`config.mk`:
```
export PLATFORM = sky130hd
export DESIGN_NAME = dual_fmt_audio_tx
export DESIGN_NICKNAME = d
export VERILOG_FILES = /design/src/rtl/dual_fmt_audio_tx.sv
export SDC_FILE = /design/constraint.sdc
export NUM_CORES = 1
export LEC_CHECK = 0
export ABC_AREA = 1
export ABC_CLOCK_PERIOD_IN_PS = 2850
export BUFFER_PORTS_ARGS = -buffer_cell sky130_fd_sc_hd__buf_2
export CORE_MARGIN = 5
export CORE_UTILIZATION = 62
export DETAILED_ROUTE_END_ITERATION = 12
export PLACE_DENSITY = 0.82
export RECOVER_POWER = 100
export SYNTH_ARGS = -nofsm -noshare
export SYNTH_HDL_FRONTEND = slang
export SYNTH_SLANG_ARGS = --single-unit
```
`constraint.sdc`:
```
create_clock -name clk -period 2.85 [get_ports clk]
set_input_delay 0.1425 -clock clk [delete_from_list [all_inputs] [get_ports clk]]
set_output_delay 0.1425 -clock clk [all_outputs]
set_load 0.05 [all_outputs]
```
`src/rtl/dual_fmt_audio_tx.sv`:
```
module dual_fmt_audio_tx #(
  parameter int W = 18
) (
  input  logic         clk,
  input  logic         rst_n,
  input  logic         bclk,
  input  logic         lrck,
  input  logic         fmt_i2s,
  input  logic         ld_stb,
  input  logic [W-1:0] ld_left,
  input  logic [W-1:0] ld_right,
  output logic         sdata
);
  localparam int CW = $clog2(W + 1);

  logic         bclk_q, lr_last, armed;
  logic [W-1:0] stage_l, stage_r, hold_r, sh;
  logic [CW-1:0] rem;

  wire         fall       = bclk_q & ~bclk;
  wire         lr_edge    = fall & armed & (lrck != lr_last);
  wire         start_left = lr_edge & (lrck ^ fmt_i2s);
  wire [W-1:0] word       = start_left ? stage_l : hold_r;

  always_ff @(posedge clk) begin
    if (!rst_n) begin
      bclk_q  <= 1'b0;
      lr_last <= 1'b0;
      armed   <= 1'b0;
      stage_l <= '0;
      stage_r <= '0;
      hold_r  <= '0;
      sh      <= '0;
      rem     <= '0;
      sdata   <= 1'b0;
    end else begin
      bclk_q <= bclk;
      if (ld_stb) begin
        stage_l <= ld_left;
        stage_r <= ld_right;
      end
      if (fall) begin
        lr_last <= lrck;
        armed   <= 1'b1;
        if (lr_edge) begin
          if (start_left) hold_r <= stage_r;
          if (!fmt_i2s) begin
            sdata <= word[W-1];
            sh    <= {word[W-2:0], 1'b0};
            rem   <= CW'(W - 1);
          end else begin
            sdata <= 1'b0;
            sh    <= word;
            rem   <= CW'(W);
          end
        end else if (rem != '0) begin
          sdata <= sh[W-1];
          sh    <= {sh[W-2:0], 1'b0};
          rem   <= rem - 1'b1;
        end else begin
          sdata <= 1'b0;
        end
      end
    end
  end

  assert_out_only_after_fall_R6: assert property (@(posedge clk) disable iff (!rst_n)
    !fall |=> $stable(sdata));

  assert_pad_zero_R5: assert property (@(posedge clk) disable iff (!rst_n)
    (fall && !lr_edge && rem == '0) |=> (sdata == 1'b0));

  assert_count_bound_R1: assert property (@(posedge clk) disable iff (!rst_n)
    rem <= CW'(W));

  assert_lj_msb_at_edge_R2: assert property (@(posedge clk) disable iff (!rst_n)
    (lr_edge && !fmt_i2s) |=> (sdata == $past(word[W-1])));

  assert_i2s_empty_slot_R3: assert property (@(posedge clk) disable iff (!rst_n)
    (lr_edge && fmt_i2s) |=> (sdata == 1'b0 && rem == CW'(W)));
endmodule

```
==> results of run 1 <==
-- routing by layer --
layer | share of wire, % | wire, um | up-vias | GRT usage, %
met4 | 3.6 | 302 | 0 | 12.09
met2 | 48 | 4021 | 125 | 39.19
met5 | 0 | 0 | - | 0
li1 | - | - | 1688 | -
met3 | 6.6 | 550 | 31 | 6.408
met1 | 42 | 3462 | 1574 | 28.33
-- final cells by class --
| cell class | instances | area (sq um) | share of cell area, % |
|---|---|---|---|
| clock inverters | 5 | 40.04 | 1.015 |
| flip-flops and latches | 81 | 1622 | 41.12 |
| inverters | 48 | 180.2 | 4.569 |
| clock buffers | 11 | 151.4 | 3.839 |
| repair buffers | 54 | 312.8 | 7.931 |
| multi-input cells | 354 | 1548 | 39.24 |
| well taps | 72 | 90.09 | 2.284 |
-- placed cells by master (no fill, tap or decap), types with 2 or more instances in the layout --
cell           netlist  final
o21ai_0             75     78
clkinv_4             0      2
dlygate4sd3_1        0      7
clkinvlp_4           0      3
buf_4                3      4
dfxtp_1             81     81
nor2_1              80     80
a21oi_1             26     26
inv_1               43     44
clkbuf_1            15      2
buf_2                5     41
inv_2                4      3
nand2_1            124    125
nand3_1             38     39
clkbuf_8             0     11
-- flip-flops by register name (all words and copies together), names as in the netlist --
register  cells
armed         1
bclk_q        1
hold_r       18
lr_last       1
rem           5
sdata         1
sh           18
stage_l      18
stage_r      18
-- power groups by stage --
stage          combinational [mW]  clock, mW  sequential [mW]
3_3_place_gp                0.152          0             1.22
2_1_floorplan               0.102          0             1.22
4_1_cts                     0.165      0.801             1.20
3_5_place_dp                0.157          0             1.22
5_1_grt                     0.189      0.853             1.20
6_report                    0.165      0.789             1.20
-- how the worst min path moves through the flow --
stage          slack (ns)     endpoint  depth (start not counted)
2_1_floorplan        0.24       bclk_q                          2
3_3_place_gp         0.35       bclk_q                          3
3_5_place_dp         0.37       bclk_q                          3
4_1_cts            0.0005  stage_r[14]                          3
5_1_grt             0.005  stage_l[14]                          3
6_report            0.005  stage_r[15]                          3
-- stage by stage --
| stage | area, sq um | util [%] |
|---|---|---|
| finish | 3944 | 71.62 |
| global route | 3944 | 71.62 |
| CTS | 3954 | 71.80 |
| detailed placement | 3702 | 67.23 |
| global placement | 3702 | 67.23 |
| floorplan | 3492 | - |
-- cell families (layout without fill, tap and decap cells) --
family	Yosys count	count (layout)	synth area share, %
flip-flops	81	81	46.44
AO/OA/AOI/OAI	105	105	15.37
adder cells (fa/ha/maj)	1	1	0.3582
AND/OR/NAND/NOR	248	248	29.02
buffers and inverters	75	118	8.813
-- critical path, delay by kind of cell (launching register included) --
family	cells	cell delay, ns
simple gates	3	0.90
buf+inv	2	0.85
flops	1	0.35
compound gates	1	0.15
-- timing repair --
item / 4_1_cts / 5_1_grt
setup buffers: 0 / 0
endpoints found under the hold margin: 6 / 1
hold buffers: 6 / 1
setup endpoints to repair: 0 / 0
resized for setup: 0 / 0
==> impl_results.md, run 1 <==
- Ys async rst share: 0%
- Layout cells sized above 1: between 10% and 20%
- Startpoint types: flip-flop
- Post-route minimum period: 2.324 ns
- Fill count: 480
- Worst Skew: 0.01013 ns
- Synthesized flop and latch total: 81
- # IOs: 43
- Leak: approximately 1.9 nW
- Port buffer count: between 40 and 50
- Place WS: 0.8407 ns
- Most frequent cell after synthesis: nand2_1
- Die width: between 80 and 90 um
- Number of synthesized flops with an enable pin: 0
- CTS sink count: 81
- DIE AREA: between 7000 and 8000 sq um
- CTS H-tree depth: 3
- Post-Synthesis Net Count: about 550
- Final hold vios: 0
- Main synth FF type: dfxtp_1
- Fmax: 430.3 MHz
- CP max-delay cell: inv_1
- Power Density: between 500 and 600 nW/um^2
- # setup viols final: 0
- Crit path arrival time: about 2.6 ns
- Gr usage total: roughly a quarter
- R2r setup slk: around 0.53 ns
- Largest stage delay, worst path: around 0.76 ns
- Area grow syn2layout: 12.93%
- Failing checks: max-capacitance violations, max-slew violations
- List of most frequent post-synthesis cells: nand2_1 (124), dfxtp_1 (81), nor2_1 (80)
- Hpwl dp: between 5 and 6 mm
- Post-Synthesis Cell Area: between 3000 and 4000 sq um
- Worst-Skew Late Latency: ~0.35 ns
- Sw Pwr: roughly 0.55 mW
- Clock-pin slew on the worst setup and hold paths: approximately 0.090 ns
- Worst Max-Slew Pin Slew: 2.006 ns
- Synth Instances: a little over 500
- Maximum Capacitance Violations: 1
- Peak fanout along the critical path: 19
- Slew HR: -33.73%
- Worst r2r src: armed
- Internal Pwr Total: ~1.6 mW
- CP cell instances: nand3_1 > inv_1 > nand3_1 > inv_1 > nand2_1 > a21oi_1
- Core area: ~5500 sq um
- Clk buf depth: 2
- Setup ws final: 0.5261 ns
- Largest net degree at the start of global routing: 59
- Min-delay src: ld_right[15]
- Crit Reg-Reg Endpoint: hold_r[8]
- DR DRC count: 0
- Hold WC Path Type: input pin to flip-flop
- 1st-pass router iterations: 5
- Clk pwr share: ~37%
- Post-synth top area share: between 40% and 50%
- CP endpoint: hold_r[8]
- Hold slack: ~0.0052 ns
- Post-route ant nets: 0
- Setup crit start: armed
- Status: complete, but fails checks
- Placed Instances: around 600
- Cell taking the most area after synthesis: dfxtp_1
- Effective utilization at floorplan: roughly 63%
- Vias in the first global route: around 3100
- Sw Share: about a quarter
- CP Class: flip-flop to flip-flop
- Post-synth cell types: 24
- Top post-synthesis cells by area: dfxtp_1 (46%), nand2_1 (13%), o21ai_0 (11%), nor2_1 (8.6%), nand3_1 (5.4%)
- Die height: 85.05 um
- Mean routed wirelength per cell: 13.34 um
- N_diodes: 0
- Fin Setup TNS: 0 ns
- Reg2reg path depth: 6
- Final GP Congestion: ~0.88
- Fin crit share: approximately four fifths
- Final Power: 2.153 mW
- Drt total wl: roughly 8.3 mm
- Avg Cell Area, Syn: a little under 7 sq um
- Grt total ovfl: 0
- Critical path endpoint category: flip-flop
- Row count: 27
- Initial antenna violation count: 0
- Final Max Tran Viols: around 60
- Critical path required time: between 3 and 4 ns
- Worst VDD drop: around 450 uV
- Seq pwr share: 55.7%
- Sequential share of the synthesized area: 46.43%
- Clock root buffer: clkbuf_8
- Comb power frac: under 10%
- CTS tree: yes
- Finished Layout Cells: between 600 and 700
- TritonCTS Buffers: 9
- Vias: 3418
- RSZ-0062 raised after global routing: no
- Initial DRC Count: 274
- Synth Warn #: 0
- Nets: between 500 and 600
- Global-route wire length before repair: between 10 and 15 mm
- Vias/cell: 5.469
Note: power is estimated with default switching activity, not from simulation.
==> run 2, diff against run 1 <==
--- a/config.mk
+++ b/config.mk
@@ -6,12 +6,12 @@
 export NUM_CORES = 1
 export LEC_CHECK = 0
 export ABC_AREA = 1
-export ABC_CLOCK_PERIOD_IN_PS = 2850
+export ABC_CLOCK_PERIOD_IN_PS = 2200
 export BUFFER_PORTS_ARGS = -buffer_cell sky130_fd_sc_hd__buf_2
 export CORE_MARGIN = 5
-export CORE_UTILIZATION = 62
+export CORE_UTILIZATION = 57
 export DETAILED_ROUTE_END_ITERATION = 12
-export PLACE_DENSITY = 0.82
+export PLACE_DENSITY = 0.76
 export RECOVER_POWER = 100
 export SYNTH_ARGS = -nofsm -noshare
 export SYNTH_HDL_FRONTEND = slang
==> constraint.sdc (replaced) <==
create_clock -name clk -period 2.2 [get_ports clk]
set_input_delay 0.11 -clock clk [delete_from_list [all_inputs] [get_ports clk]]
set_output_delay 0.11 -clock clk [all_outputs]
set_load 0.05 [all_outputs]
==> run 2 against run 1 <==
  * The flow now finishes without violations
  * Register-to-register slack got worse by 0.28 ns
  * Sequential cell count is the same
  * Clock skew barely moved
  * Sequential share of layout area fell by 2.9 points
  * Clock power rose by 31%
  * Via count down 0.61%
  * Final area rose by 7.7%
  * First-iteration DRC count decreased by 23%
==> impl_results.md, run 2 (synthesis results as in run 1) <==
- # IOs: 43 (unchanged)
- DR DRC count: 0 (unchanged)
- Nets: 618 (was 591)
- Mean routed wirelength per cell: 13.41 um (was 13.34 um)
- Clk buf depth: 2 (unchanged)
- Maximum Capacitance Violations: 0 (was 1)
- Fmax: around 500 MHz
- Met2 GRT Util: 43.58% (was 39.19%)
- Worst VDD drop: 429.5 uV (was 451.9 uV)
- Gr usage total: 24.42% (was 23.76%)
- Status: completed (was complete, but fails checks)
- CTS tree: yes (unchanged)
- Vias: 3397 (was 3418)
- Final Power: 2.840 mW (was 2.153 mW)
- Row count: 28 (was 27)
- Most frequent cells in the layout: nand2_1 (123), dfxtp_1 (81), nor2_1 (80), o21ai_0 (75), inv_1 (44) (was nand2_1 (125), dfxtp_1 (81), nor2_1 (80), o21ai_0 (78), inv_1 (44))
- Clock-pin slew on the worst setup and hold paths: 0.09 ns (about the same)
- Worst-Skew Late Latency: 0.36 ns (was 0.35 ns)
- Worst Max-Slew Pin Slew: 1.359 ns (was 2.006 ns)
- Critical path required time: 2.48 ns (was 3.13 ns)
- Crit path arrival time: 2.31 ns (was 2.61 ns)
- Worst Skew: 0.01017 ns (was 0.01013 ns)
- Clk pwr share: 36.3% (was 36.7%)
- Critical path endpoint category: flip-flop (unchanged)
- Grt total ovfl: 0 (unchanged)
- Largest stage delay, worst path: 0.62 ns (was 0.76 ns)
- Post-route ant nets: 0 (unchanged)
- Clock root buffer: clkbuf_8 (unchanged)
- Final GP Congestion: 0.8495 (was 0.8750)
- Fin Setup TNS: 0 ns (unchanged)
- Final hold vios: 0 (unchanged)
- Die height: 88.27 um (was 85.05 um)
- CTS sink count: 81 (unchanged)
- Internal Pwr Total: 2.116 mW (was 1.607 mW)
- Largest net degree at the start of global routing: 59 (unchanged)
- Effective utilization at floorplan: 58.63% (was 63.42%)
- Seq pwr share: 54.7% (was 55.7%)
- Met1 usage: 28.42% (was 28.33%)
- Most common cell on crit path: inv_1
- CP Class: input pin to flip-flop (was flip-flop to flip-flop)
- Initial DRC Count: 211 (was 274)
- Slew HR: 9.402% (was -33.73%)
- 1st-pass router iterations: 5 (unchanged)
- Vias in the first global route: 3328 (was 3128)
- Vias/cell: 5.186 (was 5.469)
- Fill count: 514 (was 480)
- N_diodes: 0 (unchanged)
- Leak: 2.045 nW (was 1.923 nW)
- GR met3 Demand/Resource: 3.445% (was 6.408%)
- Comb power frac: 9.0% (was 7.6%)
- Commonest non-fill, non-tap cell in the layout: nand2_1 (unchanged)
- # setup viols final: 0 (unchanged)
- Hpwl dp: 5.312 mm (was 5.173 mm)
- Port buffer count: 42 (unchanged)
- CTS H-tree depth: 3 (unchanged)
- Power Density: 668.9 nW/um^2 (was 545.9 nW/um^2)
- Sw Share: 25.51% (was 25.37%)
- DIE AREA: 7792 sq um (was 7234 sq um)
- Core area: 5956 sq um (was 5507 sq um)
- Post-route minimum period: around 2.0 ns
- Busiest grt layer: met2 (unchanged)
- CP cell instances: dlygate4sd3_1 > clkbuf_1 > clkinv_1 > nand3_1 > inv_1 > nand3_2 > inv_1 > nand2_1 > a21oi_1 (was nand3_1 > inv_1 > nand3_1 > inv_1 > nand2_1 > a21oi_1)
- Startpoint types: input pin (was flip-flop)
- Hold WC Path Type: input pin to flip-flop (unchanged)
- Die width: 88.27 um (was 85.05 um)
- Fin crit share: 92.23%
- Drt total wl: 8.781 mm (was 8.338 mm)
- Layout cells sized above 1: 11.72% (was 12.30%)
- Initial antenna violation count: 0 (unchanged)
- CP max-delay cell: inv_1 (unchanged)
- Sw Pwr: 0.7247 mW (was 0.5463 mW)
- Peak fanout along the critical path: 19 (unchanged)
- Area grow syn2layout: 21.61% (was 12.93%)
- RSZ-0062 raised after global routing: no (unchanged)
- TritonCTS Buffers: 9 (unchanged)
- Global-route wire length before repair: 14.70 mm (was 13.96 mm)
- Final Max Tran Viols: 0 (was 59)
## run 2: worst max-delay path, delay by kind of cell
| kind | cells | cell delay [ns] |
|---|---|---|
| compound gates | 1 | 0.17 |
| buf+inv | 5 | 1.42 |
| simple gates | 3 | 0.60 |
## run 2: stage by stage
step,instances,instance area [sq um],hold slack [ns],setup slack [ns],util (%)
6_report,655,4247,0.0009177,0.1709,71.30
5_1_grt,655,4247,0.02283,0.06784,71.30
4_1_cts,655,4253,0.003034,0.01701,71.41
3_5_place_dp,604,3711,0.3198,0.04319,62.31
3_3_place_gp,604,3711,0.3182,0.1414,62.31
2_1_floorplan,510,3492,0.2035,0.7302,-
## run 2: layout make-up
class | count | area, sq um | share of cell area (%)
Clock buffer | 11 | 151.4 | 3.565
Clock inverter | 5 | 40.04 | 0.9428
Inverter | 48 | 180.2 | 4.243
Multi-Input combinational cell | 354 | 1563 | 36.80
Sequential cell | 81 | 1622 | 38.19
Tap cell | 75 | 93.84 | 2.210
Timing Repair Buffer | 81 | 596.8 | 14.05
## run 2: final timing paths
check	startpoint	end	slack (ns)	cells after the start
max	bclk	hold_r[8]	0.17	9
min	ld_left[10]	stage_l[10]	0.0009	3
max reg2reg	lr_last	hold_r[8]	0.25	7
min reg2reg	stage_r[3]	hold_r[3]	0.46	2
## run 2: power by group through the flow
stage | logic [mW] | registers [mW] | clock network [mW]
floorplan | 0.132 | 1.58 | 0
global placement | 0.197 | 1.59 | 0
detailed placement | 0.203 | 1.59 | 0
CTS | 0.252 | 1.55 | 1.04
global route | 0.287 | 1.56 | 1.12
finish | 0.254 | 1.55 | 1.03
## run 2: timing repair
action | CTS | global route
gates resized for setup | 0 | 2
hold endpoints to repair | 35 | 0
setup buffers | 0 | 0
setup endpoints to repair | 0 | 22
hold buffers | 35 | 0
## run 2: routing by layer
layer | wire length, um | share of wire (%) | vias up
met2 | 4468 | 51 | 90
met1 | 3683 | 42 | 1545
met3 | 411 | 4.7 | 18
met5 | 0 | 0 | -
li1 | - | - | 1744
met4 | 218 | 2.5 | 0
